==> config.mk <==
export PLATFORM = sky130hd
export DESIGN_NAME = carrier_gear_pll
export DESIGN_NICKNAME = d
export VERILOG_FILES = /design/src/rtl/carrier_gear_pll.sv
export SDC_FILE = /design/constraint.sdc
export NUM_CORES = 1
export LEC_CHECK = 0
export BUFFER_PORTS_ARGS = -buffer_cell sky130_fd_sc_hd__buf_2
export CAP_MARGIN = 0
export CELL_PAD_IN_SITES_DETAIL_PLACEMENT = 0
export CELL_PAD_IN_SITES_GLOBAL_PLACEMENT = 1
export CORE_MARGIN = 5
export CORE_UTILIZATION = 49
export CTS_CLUSTER_DIAMETER = 50
export DETAILED_ROUTE_END_ITERATION = 10
export GPL_ROUTABILITY_DRIVEN = 0
export GPL_TIMING_DRIVEN = 1
export PLACE_DENSITY = 0.95
export SLEW_MARGIN = 20
export SYNTH_ARGS = -nofsm -noshare
export SYNTH_HDL_FRONTEND = slang
export SYNTH_SLANG_ARGS = --single-unit
==> constraint.sdc <==
create_clock -name clk -period 29.8 [get_ports clk]
set_input_delay 5.96 -clock clk [delete_from_list [all_inputs] [get_ports clk]]
set_output_delay 5.96 -clock clk [all_outputs]
set_load 0.01 [all_outputs]
==> src/rtl/carrier_gear_pll.sv <==
module carrier_gear_pll #(
  parameter int PW = 16,
  parameter int IW = 32,
  parameter int SW = 4,
  parameter int CW = 16,
  parameter int MS = 4
) (
  input  logic          clk,
  input  logic          rst_n,
  input  logic          smp_valid,
  input  logic [PW-1:0] smp_phase,
  input  logic [PW-1:0] base_freq,
  input  logic [SW-1:0] acq_kp_sh,
  input  logic [SW-1:0] acq_ki_sh,
  input  logic [SW-1:0] trk_kp_sh,
  input  logic [SW-1:0] trk_ki_sh,
  input  logic [PW-1:0] lock_thr,
  input  logic [PW-1:0] release_thr,
  input  logic [CW-1:0] lock_len,
  output logic [PW-1:0] demod,
  output logic [PW-1:0] nco_phase,
  output logic [PW-1:0] ctrl_word,
  output logic [PW-1:0] lock_metric,
  output logic          hold_lock,
  output logic          track_mode
);
  localparam logic signed [IW-1:0] SMAX = {1'b0, {(IW-1){1'b1}}};
  localparam logic signed [IW-1:0] SMIN = {1'b1, {(IW-1){1'b0}}};
  localparam logic [PW:0] AMAX = {2'b00, {(PW-1){1'b1}}};

  function automatic logic signed [IW-1:0] sat(input logic signed [IW:0] x);
    if (x[IW] != x[IW-1]) return x[IW] ? SMIN : SMAX;
    return x[IW-1:0];
  endfunction

  logic signed [IW-1:0] integ;
  logic [CW-1:0] run_cnt;

  logic signed [PW-1:0] err;
  logic signed [IW-1:0] err_s, prop, iinc, inext, cnext, prop_alt, icomp;
  logic [SW-1:0] kp, ki, kp_alt;
  logic [PW:0] aerr;
  logic [PW-1:0] aclamp, mnext;
  logic signed [PW+1:0] mdiff, mstep;
  logic [CW:0] run_inc;
  logic below, above, to_trk, to_acq;

  assign err    = $signed(smp_phase - nco_phase);
  assign err_s  = {err, {(IW-PW){1'b0}}};
  assign kp     = track_mode ? trk_kp_sh : acq_kp_sh;
  assign ki     = track_mode ? trk_ki_sh : acq_ki_sh;
  assign kp_alt = track_mode ? acq_kp_sh : trk_kp_sh;
  assign prop   = err_s >>> kp;
  assign iinc   = err_s >>> ki;
  assign prop_alt = err_s >>> kp_alt;
  assign inext  = sat({integ[IW-1], integ} + {iinc[IW-1], iinc});
  assign cnext  = sat({prop[IW-1], prop} + {inext[IW-1], inext});
  assign icomp  = sat({cnext[IW-1], cnext} - {prop_alt[IW-1], prop_alt});

  assign aerr   = err[PW-1] ? -{err[PW-1], err} : {1'b0, err};
  assign aclamp = (aerr > AMAX) ? AMAX[PW-1:0] : aerr[PW-1:0];
  assign mdiff  = $signed({2'b00, aclamp}) - $signed({2'b00, lock_metric});
  assign mstep  = mdiff >>> MS;
  assign mnext  = lock_metric + mstep[PW-1:0];
  assign below  = mnext < lock_thr;
  assign above  = mnext > release_thr;
  assign run_inc = {1'b0, run_cnt} + 1'b1;
  assign to_trk = !track_mode && below && (run_inc >= {1'b0, lock_len});
  assign to_acq = track_mode && above;

  always_ff @(posedge clk) begin
    if (!rst_n) begin
      integ       <= '0;
      run_cnt     <= '0;
      demod       <= '0;
      nco_phase   <= '0;
      ctrl_word   <= '0;
      lock_metric <= '0;
      hold_lock   <= 1'b0;
      track_mode  <= 1'b0;
    end else if (smp_valid) begin
      demod       <= err;
      ctrl_word   <= cnext[IW-1 -: PW];
      nco_phase   <= nco_phase + base_freq + cnext[IW-1 -: PW];
      lock_metric <= mnext;
      hold_lock   <= below;
      if (to_trk || to_acq) begin
        integ      <= icomp;
        track_mode <= ~track_mode;
        run_cnt    <= '0;
      end else begin
        integ   <= inext;
        run_cnt <= (!track_mode && below) ? run_inc[CW-1:0] : '0;
      end
    end
  end

  a_r1_error_out: assert property (@(posedge clk) disable iff (!rst_n)
    smp_valid |=> demod == $past(smp_phase) - $past(nco_phase));
  a_r3_nco_step: assert property (@(posedge clk) disable iff (!rst_n)
    smp_valid |=> nco_phase == $past(nco_phase) + $past(base_freq) + ctrl_word);
  a_r6_lock_needed: assert property (@(posedge clk) disable iff (!rst_n)
    $rose(track_mode) |-> hold_lock && lock_metric < $past(lock_thr));
  a_r7_release_level: assert property (@(posedge clk) disable iff (!rst_n)
    $fell(track_mode) |-> lock_metric > $past(release_thr));
  a_r9_idle_hold: assert property (@(posedge clk) disable iff (!rst_n)
    !smp_valid |=> $stable(nco_phase) && $stable(ctrl_word) && $stable(track_mode)
                   && $stable(lock_metric) && $stable(demod));
endmodule

==> metrics.txt, run 1 <==
# TYPE chip_impl_metric gauge
chip_impl_metric{name="cell_count_after_synthesis",unit=""} 2275
chip_impl_metric{name="grt_pass1_wl",unit="um"} 85700
chip_impl_metric{name="crit_path_max_incr_delay",unit="ns"} 0.78
chip_impl_metric{name="die_h",unit="um"} 195
chip_impl_metric{name="antenna_found_initial",unit=""} 0
chip_impl_metric{name="cts_max_level",unit=""} 4
chip_impl_metric{name="synth_enable_flop_cells",unit=""} 0
chip_impl_metric{name="filler_cell_count",unit=""} 3200
chip_impl_metric{name="hold_viol_final",unit=""} 0
chip_impl_metric{name="register_clock_pin_slew_on_the_reported_worst_setup_and_hold_paths",unit="ns"} 0.05
chip_impl_metric{name="drt-initial-drc-count",unit=""} 1534
chip_impl_metric{name="postcts_setup_bufs",unit=""} 0
chip_impl_metric{name="worst-endpoint-arrival",unit="ns"} 21.58
chip_impl_metric{name="placeableCoreArea",unit="um2"} 33600
chip_impl_metric{name="syn_area_per_cell",unit="um2"} 7.35
chip_impl_metric{name="post_cts_repair_resize_count",unit=""} 0
chip_impl_info{name="mostFrequentLayoutCells",value="a21oi_1 (250), nor2_1 (229), ha_1 (205)"} 1
chip_impl_metric{name="cts_inserted_buffers",unit=""} 17
chip_impl_metric{name="gr-usage-met1",unit="%"} 37.1
chip_impl_metric{name="min_period_over_period",unit="%"} 71.4
chip_impl_metric{name="gr-usage-met2",unit="%"} 42.9
chip_impl_metric{name="vias_per_cell",unit=""} 6.09
chip_impl_metric{name="fin_max_slew_vios",unit=""} 0
chip_impl_info{name="setup.worst_path.class",value="in2reg"} 1
chip_impl_metric{name="postSynthRegisterBits",unit=""} 113
chip_impl_info{name="gr-max-usage-layer",value="met2"} 1
chip_impl_metric{name="gr-usage-met3",unit="%"} 4.10
chip_impl_metric{name="final_layout_size_suffix_gt1_share",unit="%"} 12.9
chip_impl_info{name="worst_hold_path_type",value="reg2reg"} 1
chip_impl_metric{name="full_die_area",unit="um2"} 37900
chip_impl_metric{name="clockBufferDepth",unit=""} 2
chip_impl_metric{name="insertion_delay_of_the_later_clocked_pin_in_the_worst_skew_pair",unit="ns"} 0.43
chip_impl_metric{name="drv_cap",unit=""} 0
chip_impl_info{name="cp_top_family",value="compound AO/OA/AOI/OAI gates"} 1
chip_impl_info{name="critical_path.startpoint_type",value="input port"} 1
chip_impl_info{name="outcome",value="finished clean"} 1
chip_impl_info{name="cts_tree",value="done"} 1
chip_impl_metric{name="multiInputGateArea",unit="um2"} 13500
chip_impl_metric{name="final_net_count",unit=""} 2708
chip_impl_metric{name="floorplan.die.width",unit="um"} 195
chip_impl_metric{name="timing.critical_path.buf_inv",unit=""} 3
chip_impl_info{name="path_common_cell",value="o21ai_0"} 1
chip_impl_metric{name="final-seq-area",unit="um2"} 2260
chip_impl_metric{name="routed-via-count",unit=""} 17300
chip_impl_metric{name="overflow",unit=""} 0
chip_impl_metric{name="start_util",unit="%"} 49.7
chip_impl_metric{name="port-buffer-count",unit=""} 164
chip_impl_metric{name="postSynth.asyncResetShare",unit="%"} 0
chip_impl_metric{name="setup_total_negative_slack",unit="ns"} 0
chip_impl_metric{name="slew-limit-headroom",unit="%"} 33.2
chip_impl_metric{name="final_period_minus_worst_setup_slack",unit="ns"} 21.28
chip_impl_metric{name="syn-num-nets",unit=""} 2598
chip_impl_info{name="rsz0062_at_grt",value="no"} 1
chip_impl_metric{name="routed_wl",unit="um"} 54400
chip_impl_metric{name="setup_viol_count_final",unit=""} 0
chip_impl_metric{name="synth_cell_type_count",unit=""} 101
chip_impl_metric{name="syn_area",unit="um2"} 16700
chip_impl_info{name="highest_delay_cell_along_the_critical_path",value="ha_1"} 1
chip_impl_info{name="setup.worst_path.end_class",value="flip-flop"} 1
chip_impl_info{name="layout_commonest_cell",value="a21oi_1"} 1
chip_impl_metric{name="hpwl",unit="um"} 43200
chip_impl_metric{name="fp-row-count",unit=""} 67
chip_impl_metric{name="maximum_number_of_pins_on_one_net_before_global_route_repair",unit=""} 49
chip_impl_metric{name="worst-path-max-fanout",unit=""} 31
chip_impl_metric{name="drt-wirelength-per-cell",unit="um"} 19.1
chip_impl_metric{name="synth_warnings",unit=""} 0
chip_impl_metric{name="tightestPinTransition",unit="ns"} 0.981
chip_impl_metric{name="ys_seq_area_share",unit="%"} 13.5
chip_impl_metric{name="gr-usage-all-layers",unit="%"} 27.5
chip_impl_metric{name="clock_sink_count",unit=""} 113
chip_impl_metric{name="area_delta_synth_final",unit="%"} 10.9
chip_impl_metric{name="first_global_vias",unit=""} 16300
chip_impl_metric{name="required",unit="ns"} 30.09
chip_impl_metric{name="io-pin-count",unit=""} 165
chip_impl_info{name="ys_dominant_reg_cell",value="dfxtp_1"} 1
chip_impl_info{name="cts_root_buffer",value="clkbuf_16"} 1
chip_impl_metric{name="fmax",unit="MHz"} 47.0
chip_impl_metric{name="antenna_violating_nets_post_route",unit=""} 0
chip_impl_metric{name="drt-pass1-iter-count",unit=""} 7
chip_impl_metric{name="clock_skew",unit="ns"} 0.0178
chip_impl_metric{name="drcViolationCount",unit=""} 0
chip_impl_metric{name="ctsHoldBuffers",unit=""} 0
[cells by family after synthesis]
| family | count (synthesis) | share of synthesized area (%) |
|---|---|---|
| AO/OA/AOI/OAI | 794 | 30.5 |
| AND/OR/NAND/NOR | 626 | 17.2 |
| buffers and inverters | 250 | 5.84 |
| adder cells (fa/ha/maj) | 233 | 18.2 |
| XOR/XNOR | 167 | 9.04 |
| flip-flops | 113 | 13.5 |
| multiplexers | 91 | 5.77 |
| other | 1 | 0.0224 |
[Yosys cell counts, types with 14 or more instances]
master,number,area (um2)
dfxtp_1,113,2260
o21a_1,27,203
o21ai_0,201,1010
nand3_1,38,190
xnor2_1,99,867
nand2b_1,30,188
a31oi_1,28,175
a21oi_1,250,1250
and3_1,19,119
clkbuf_1,84,315
nand2_1,185,694
a22o_1,14,123
o21bai_1,26,195
nor2_1,230,863
nor2b_1,27,169
mux2i_1,75,751
o21ai_1,17,85.1
ha_1,205,2560
inv_1,146,548
a21boi_0,15,113
fa_1,19,380
nor3_1,25,125
a21o_1,59,443
xor2_1,63,552
a211oi_1,26,195
[tightest hold or removal path, delay by kind of cell (launching register included)]
kind             cells  cell delay, ns
AO/OA/AOI/OAI        1            0.05
AND/OR/NAND/NOR      1            0.05
flip-flops           1            0.32
[sequential cells by signal, indices dropped and copies added (netlist names)]
signal,count
ctrl_word,16
demod,16
hold_lock,1
integ,31
lock_metric,16
nco_phase,16
run_cnt,16
track_mode,1
[worst paths after layout]
path                                   to         start  depth (start not counted)  slack, ns
worst max-delay path            integ[22]  smp_phase[0]                         60       8.52
worst min-delay path            integ[28]     integ[28]                          2       0.47
worst max register to register  integ[22]  nco_phase[7]                         59      13.66
worst min register to register  integ[28]     integ[28]                          2       0.47
[through the flow]
step / hold slack (ns) / setup WS (ns) / cells / cell area, um2 / util, %
3_3_place_gp: 0.455 / 8.93 / 2814 / 17900 / 53.4
6_report: 0.467 / 8.52 / 2845 / 18500 / 55.1
2_1_floorplan: 0.430 / 11.31 / 2275 / 16700 / -
4_1_cts: 0.465 / 8.79 / 2844 / 18500 / 55.1
3_5_place_dp: 0.456 / 8.41 / 2814 / 17900 / 53.4
5_1_grt: 0.487 / 7.13 / 2844 / 18500 / 55.1
[per-layer routing]
metal / routed length (um) / share of wire, %
met1: 23400 / 43
met2: 23500 / 43
met3: 4590 / 8.4
met4: 2920 / 5.4
met5: 0 / 0
[area by class of cell]
cell class                 count  share of cell area, %
timing repair buffer         193                   5.62
sequential                   113                   12.2
clock buffer                  19                   2.39
clock inverter                11                  0.756
tap                          448                   3.02
multi-input combinational   1912                   73.0
inverter                     148                   3.00
antenna                        1                 0.0135
Power of run 1 is not shown: default switching activity piles up to over one toggle a cycle in this logic, so the estimate is an artifact.
==> run 2, diff against run 1 <==
Settings changed: CORE_UTILIZATION 49 to 41, PLACE_DENSITY 0.95 to 0.86.
Clock period 29.8 ns to 17.2 ns, I/O delays scaled along.
==> run 2 against run 1 <==
Count of clock-buffer cells in the layout is the same. Routed wire length up 9.7%. Clock skew is 0.0020 ns lower. Utilization fell by 8.2 points. Critical path depth rose by 2. Die area is 18% higher. Sequential share of layout area fell by 0.32 points. Non-clock buffer count up 38. Design area rose by 2.7%. Worst setup slack got worse by 7.7 ns. Critical path type unchanged. Critical endpoint is now integ[17]. Highest routed layer unchanged.
==> metrics.txt, run 2 (synthesis results as in run 1) <==
# TYPE chip_impl_metric gauge
chip_impl_metric{name="register_to_register_path_setup_slack",unit="ns"} 3.44
chip_impl_metric{name="start_util",unit="%"} 41.2
chip_impl_metric{name="insertion_delay_of_the_later_clocked_pin_in_the_worst_skew_pair",unit="ns"} 0.45
chip_impl_metric{name="worst_hold_slack",unit="ns"} 0.480
chip_impl_metric{name="setup_viol_count_final",unit=""} 0
chip_impl_metric{name="clockBufferDepth",unit=""} 2
chip_impl_metric{name="dp_cells",unit=""} 2935
chip_impl_metric{name="final_period_minus_worst_setup_slack",unit="ns"} 16.35
chip_impl_info{name="r2r-end",value="integ[17]"} 1
chip_impl_metric{name="cts_inserted_buffers",unit=""} 17
chip_impl_metric{name="floorplan.die.width",unit="um"} 212
chip_impl_metric{name="gr-usage-all-layers",unit="%"} 25.7
chip_impl_metric{name="port-buffer-count",unit=""} 164
chip_impl_metric{name="required",unit="ns"} 17.52
chip_impl_info{name="hold_crit_endpoint",value="demod[0]"} 1
chip_impl_metric{name="placeableCoreArea",unit="um2"} 40600
chip_impl_info{name="worst_hold_path_type",value="reg2reg"} 1
chip_impl_info{name="largest-register",value="integ"} 1
chip_impl_metric{name="final_cell_count_no_fill",unit=""} 2968
chip_impl_metric{name="drt-pass1-iter-count",unit=""} 6
chip_impl_metric{name="clock_skew",unit="ns"} 0.0157
chip_impl_info{name="path_common_cell",value="o21ai_0"} 1
chip_impl_info{name="cts_tree",value="done"} 1
chip_impl_metric{name="hold-path-cell-count",unit=""} 2
chip_impl_metric{name="min_period_over_period",unit="%"} 95.1
chip_impl_metric{name="drt-initial-drc-count",unit=""} 1652
chip_impl_metric{name="die_h",unit="um"} 212
chip_impl_metric{name="drv_cap",unit=""} 0
chip_impl_metric{name="slew-limit-headroom",unit="%"} 34.0
chip_impl_metric{name="antenna_violating_nets_post_route",unit=""} 0
chip_impl_metric{name="worst-path-max-fanout",unit=""} 13
chip_impl_info{name="critical_path.startpoint_type",value="input port"} 1
chip_impl_metric{name="worst-endpoint-arrival",unit="ns"} 16.67
chip_impl_metric{name="antenna_cells_inserted",unit=""} 0
chip_impl_metric{name="final_layout_size_suffix_gt1_share",unit="%"} 14.9
chip_impl_metric{name="full_die_area",unit="um2"} 44900
chip_impl_metric{name="maximum_number_of_pins_on_one_net_before_global_route_repair",unit=""} 70
chip_impl_metric{name="largest_reg_flops",unit=""} 31
chip_impl_info{name="highest_delay_cell_along_the_critical_path",value="or4b_2"} 1
chip_impl_metric{name="hpwl",unit="um"} 48100
chip_impl_metric{name="routed_wl",unit="um"} 59700
chip_impl_info{name="setup.worst_path.end_class",value="flip-flop"} 1
chip_impl_metric{name="ctsHoldBuffers",unit=""} 0
chip_impl_metric{name="fp-row-count",unit=""} 74
chip_impl_metric{name="multiInputGateArea",unit="um2"} 13600
chip_impl_info{name="outcome",value="finished clean"} 1
chip_impl_info{name="worst_r2r_startpoint",value="nco_phase[7]"} 1
chip_impl_metric{name="tightestPinTransition",unit="ns"} 0.990
chip_impl_metric{name="fin_max_slew_vios",unit=""} 0
chip_impl_metric{name="clock_sink_count",unit=""} 113
chip_impl_metric{name="routed-via-count",unit=""} 17600
chip_impl_info{name="mostFrequentLayoutCells",value="a21oi_1 (246), nor2_1 (229), ha_1 (204)"} 1
chip_impl_metric{name="antenna_found_initial",unit=""} 0
chip_impl_metric{name="grt_pass1_wl",unit="um"} 92100
chip_impl_metric{name="fmax",unit="MHz"} 61.2
chip_impl_metric{name="drcViolationCount",unit=""} 0
chip_impl_metric{name="drt-wirelength-per-cell",unit="um"} 20.1
chip_impl_info{name="setup.worst_path.class",value="in2reg"} 1
chip_impl_metric{name="hold_viol_final",unit=""} 0
chip_impl_metric{name="layout.core_utilization",unit="%"} 46.9
chip_impl_metric{name="io-pin-count",unit=""} 165
chip_impl_metric{name="ff2ff_path_depth",unit=""} 62
chip_impl_metric{name="vias_per_cell",unit=""} 5.91
chip_impl_metric{name="crit_path_max_incr_delay",unit="ns"} 0.65
chip_impl_info{name="cts_root_buffer",value="clkbuf_16"} 1
chip_impl_info{name="hold_path.startpoint",value="demod[0]"} 1
chip_impl_metric{name="filler_cell_count",unit=""} 4093
chip_impl_info{name="layout_commonest_cell",value="a21oi_1"} 1
chip_impl_metric{name="final-seq-area",unit="um2"} 2260
chip_impl_metric{name="area_delta_synth_final",unit="%"} 13.9
chip_impl_metric{name="register_clock_pin_slew_on_the_reported_worst_setup_and_hold_paths",unit="ns"} 0.06
chip_impl_metric{name="first_global_vias",unit=""} 16700
chip_impl_metric{name="cts_max_level",unit=""} 4
chip_impl_metric{name="overflow",unit=""} 0
chip_impl_metric{name="final_net_count",unit=""} 2746
## run 2: what timing repair did
item / 4_1_cts / 5_1_grt
setup buffers: 0 / 1
resized for setup: 0 / 21
setup endpoints to repair: 0 / 39
## run 2: worst max path at each step
stage	from	to	slack (ns)
after global placement	smp_phase[9]	nco_phase[15]	0.17
after detailed placement	smp_phase[9]	nco_phase[15]	-0.07
after global routing	smp_phase[7]	integ[17]	-0.08
after CTS	smp_phase[9]	nco_phase[15]	0.31
after floorplan	smp_phase[0]	integ[13]	1.23
final	smp_phase[3]	integ[17]	0.85
## run 2: worst max-delay path, delay by kind of cell
family                   cells  cell delay [ns]
AO/OA/AOI/OAI               39             7.82
adder cells (fa/ha/maj)      6             1.76
buffers and inverters        5             0.68
XOR/XNOR                     3             0.84
AND/OR/NAND/NOR              8             1.83
multiplexers                 1             0.32
## run 2: cell type report
class,instances,share of cell area [%]
clock inverters,13,0.664
flip-flops and latches,113,11.9
well taps,532,3.50
repair buffers,231,7.10
clock buffers,19,2.33
inverters,148,2.92
multi-input cells,1912,71.6
## run 2: per-stage QoR
step	area [um2]	TNS, ns	worst slack [ns]
6_report	19000	0	0.851
5_1_grt	19000	-0.141	-0.0766
4_1_cts	18900	0	0.306
3_5_place_dp	18300	-0.0769	-0.0749
3_3_place_gp	18300	0	0.171
2_1_floorplan	16700	0	1.23
## run 2: per-layer routing
metal  routed length, um  global-route usage [%]  up-vias
met4                2510                    10.5        0
met1               25700                    34.3     8205
met3                4750                    4.37      126
met2               26700                    41.4      746
li1                    -                       -     8475
met5                   0                       0        -
Power of run 2 is left out for the same reason.
==> run 3, diff against run 2 <==
Settings changed: CORE_ASPECT_RATIO set to 0.75.
==> run 3 against run 2 <==
Via count increased by 0.79%. Flip-flop and latch count unchanged. Critical path depth grew 2. Routed wire length rose by 2.5%. Design area rose by 0.33%. Critical endpoint is now integ[10]. Worst setup slack worse by 0.096 ns. Die area barely moved. Utilization rose by 0.20 points. Cell count barely moved.
==> metrics.txt, run 3 (synthesis results as in run 1) <==
# TYPE chip_impl_metric gauge
chip_impl_info{name="outcome",value="finished clean"} 1
chip_impl_metric{name="routed_wl",unit="um"} 61200
chip_impl_metric{name="slew-limit-headroom",unit="%"} 31.2
chip_impl_info{name="largest-register",value="integ"} 1
chip_impl_info{name="highest_delay_cell_along_the_critical_path",value="or4b_2"} 1
chip_impl_metric{name="first_global_vias",unit=""} 16400
chip_impl_metric{name="floorplan.die.width",unit="um"} 243
chip_impl_metric{name="routed-via-count",unit=""} 17700
chip_impl_metric{name="gr-usage-all-layers",unit="%"} 26.0
chip_impl_metric{name="cts_inserted_buffers",unit=""} 17
chip_impl_info{name="cp_top_family",value="compound AO/OA/AOI/OAI gates"} 1
chip_impl_metric{name="antenna_cells_inserted",unit=""} 0
chip_impl_metric{name="full_die_area",unit="um2"} 44900
chip_impl_metric{name="postLayoutSetupSlackWorst",unit="ns"} 0.755
chip_impl_metric{name="start_util",unit="%"} 41.2
chip_impl_metric{name="final_net_count",unit=""} 2753
chip_impl_metric{name="port-buffer-count",unit=""} 164
chip_impl_metric{name="drt-wirelength-per-cell",unit="um"} 20.6
chip_impl_metric{name="antenna_violating_nets_post_route",unit=""} 0
chip_impl_metric{name="fmax",unit="MHz"} 60.8
chip_impl_metric{name="worst_hold_slack",unit="ns"} 0.464
chip_impl_metric{name="min_period_over_period",unit="%"} 95.6
chip_impl_metric{name="register_clock_pin_slew_on_the_reported_worst_setup_and_hold_paths",unit="ns"} 0.06
chip_impl_info{name="setup.worst_path.end_class",value="flip-flop"} 1
chip_impl_info{name="cts_root_buffer",value="clkbuf_16"} 1
chip_impl_metric{name="io-pin-count",unit=""} 165
chip_impl_metric{name="antenna_found_initial",unit=""} 0
chip_impl_info{name="cts_tree",value="done"} 1
chip_impl_info{name="worst_hold_path_type",value="reg2reg"} 1
chip_impl_metric{name="filler_cell_count",unit=""} 4010
chip_impl_metric{name="clockBufferDepth",unit=""} 2
chip_impl_metric{name="tightestPinTransition",unit="ns"} 1.02
chip_impl_metric{name="worst-endpoint-arrival",unit="ns"} 16.78
chip_impl_metric{name="vias_per_cell",unit=""} 5.96
chip_impl_metric{name="area_delta_synth_final",unit="%"} 14.2
chip_impl_metric{name="fin_max_slew_vios",unit=""} 0
chip_impl_metric{name="drv_cap",unit=""} 0
chip_impl_metric{name="die_h",unit="um"} 185
chip_impl_metric{name="placeableCoreArea",unit="um2"} 40500
chip_impl_metric{name="fp-row-count",unit=""} 64
chip_impl_metric{name="final_period_minus_worst_setup_slack",unit="ns"} 16.45
chip_impl_info{name="mostFrequentLayoutCells",value="a21oi_1 (246), nor2_1 (229), ha_1 (205)"} 1
chip_impl_info{name="setup.worst_path.class",value="in2reg"} 1
chip_impl_info{name="critical_path.startpoint_type",value="input port"} 1
chip_impl_metric{name="worst-path-max-fanout",unit=""} 13
chip_impl_metric{name="drt-pass1-iter-count",unit=""} 6
chip_impl_metric{name="setup_viol_count_final",unit=""} 0
chip_impl_metric{name="clock_skew",unit="ns"} 0.0111
chip_impl_metric{name="insertion_delay_of_the_later_clocked_pin_in_the_worst_skew_pair",unit="ns"} 0.44
chip_impl_metric{name="required",unit="ns"} 17.53
chip_impl_metric{name="timing.critical_path.buf_inv",unit=""} 5
chip_impl_metric{name="crit_path_max_incr_delay",unit="ns"} 0.65
chip_impl_metric{name="drcViolationCount",unit=""} 0
chip_impl_metric{name="clock_sink_count",unit=""} 113
chip_impl_info{name="layout_commonest_cell",value="a21oi_1"} 1
chip_impl_metric{name="largest_reg_flops",unit=""} 31
chip_impl_metric{name="hold_viol_final",unit=""} 0
chip_impl_metric{name="grt_pass1_wl",unit="um"} 93400
chip_impl_metric{name="cts_max_level",unit=""} 4
chip_impl_metric{name="overflow",unit=""} 0
chip_impl_metric{name="drt-initial-drc-count",unit=""} 1819
chip_impl_metric{name="maximum_number_of_pins_on_one_net_before_global_route_repair",unit=""} 76
chip_impl_metric{name="dp_slack",unit="ns"} -0.171
chip_impl_metric{name="final_layout_size_suffix_gt1_share",unit="%"} 15.2
chip_impl_metric{name="ctsHoldBuffers",unit=""} 0
chip_impl_metric{name="hpwl",unit="um"} 49800
run 3: changes by cell type in the layout (fill, tap and decap cells not counted), moves of 2 or more:
cell / delta
a21oi_4: +2
clkinv_4: -2
inv_6: -5
a21oi_2: -2
clkbuf_1: +2
o21ai_1: +2
clkinv_2: +2
o21ai_0: -4
buf_4: +6
run 3: what timing repair did:
action | CTS | global route
endpoints found under the setup margin | 0 | 37
resized for setup | 0 | 34
setup buffers | 0 | 4
run 3: path summary, 6_finish.rpt:
kind	startpoint	end	slack (ns)	cells after the start
min	integ[29]	integ[29]	0.46	2
max reg2reg	nco_phase[7]	integ[10]	3.35	65
max	smp_phase[9]	integ[10]	0.75	64
min reg2reg	integ[29]	integ[29]	0.46	2
run 3: final cells by class:
| cell class | count | area [um2] | area share, % |
|---|---|---|---|
| clock inverter | 10 | 113 | 0.590 |
| clock buffer | 21 | 450 | 2.36 |
| inverter | 148 | 556 | 2.91 |
| multi-input combinational | 1912 | 13700 | 71.5 |
| timing repair buffer | 238 | 1400 | 7.31 |
| sequential | 113 | 2260 | 11.9 |
| tap | 528 | 661 | 3.46 |
run 3: tightest hold or removal path, cell delays in order, from the launching register on:
cell     delay [ns]
dfxtp_1        0.33
nand2_1        0.05
o21ai_0        0.06
run 3: per-layer routing:
| metal | vias to the layer above | wire length [um] | global-route usage [%] |
|---|---|---|---|
| met5 | - | 0 | 0 |
| met4 | 0 | 1490 | 6.44 |
| met3 | 97 | 6650 | 6.09 |
| met2 | 836 | 24800 | 38.5 |
| met1 | 8275 | 28300 | 38.3 |
| li1 | 8483 | - | - |
run 3: per-stage QoR:
stage | TNS [ns] | utilization, % | std cells | cell area, um2
after floorplan | 0 | - | 2275 | 16700
after global routing | -0.169 | 47.1 | 2970 | 19100
final | 0 | 47.1 | 2970 | 19100
after CTS | 0 | 46.7 | 2965 | 18900
after detailed placement | -0.201 | 45.3 | 2934 | 18300
after global placement | 0 | 45.3 | 2934 | 18300
Power of run 3 is left out for the same reason.
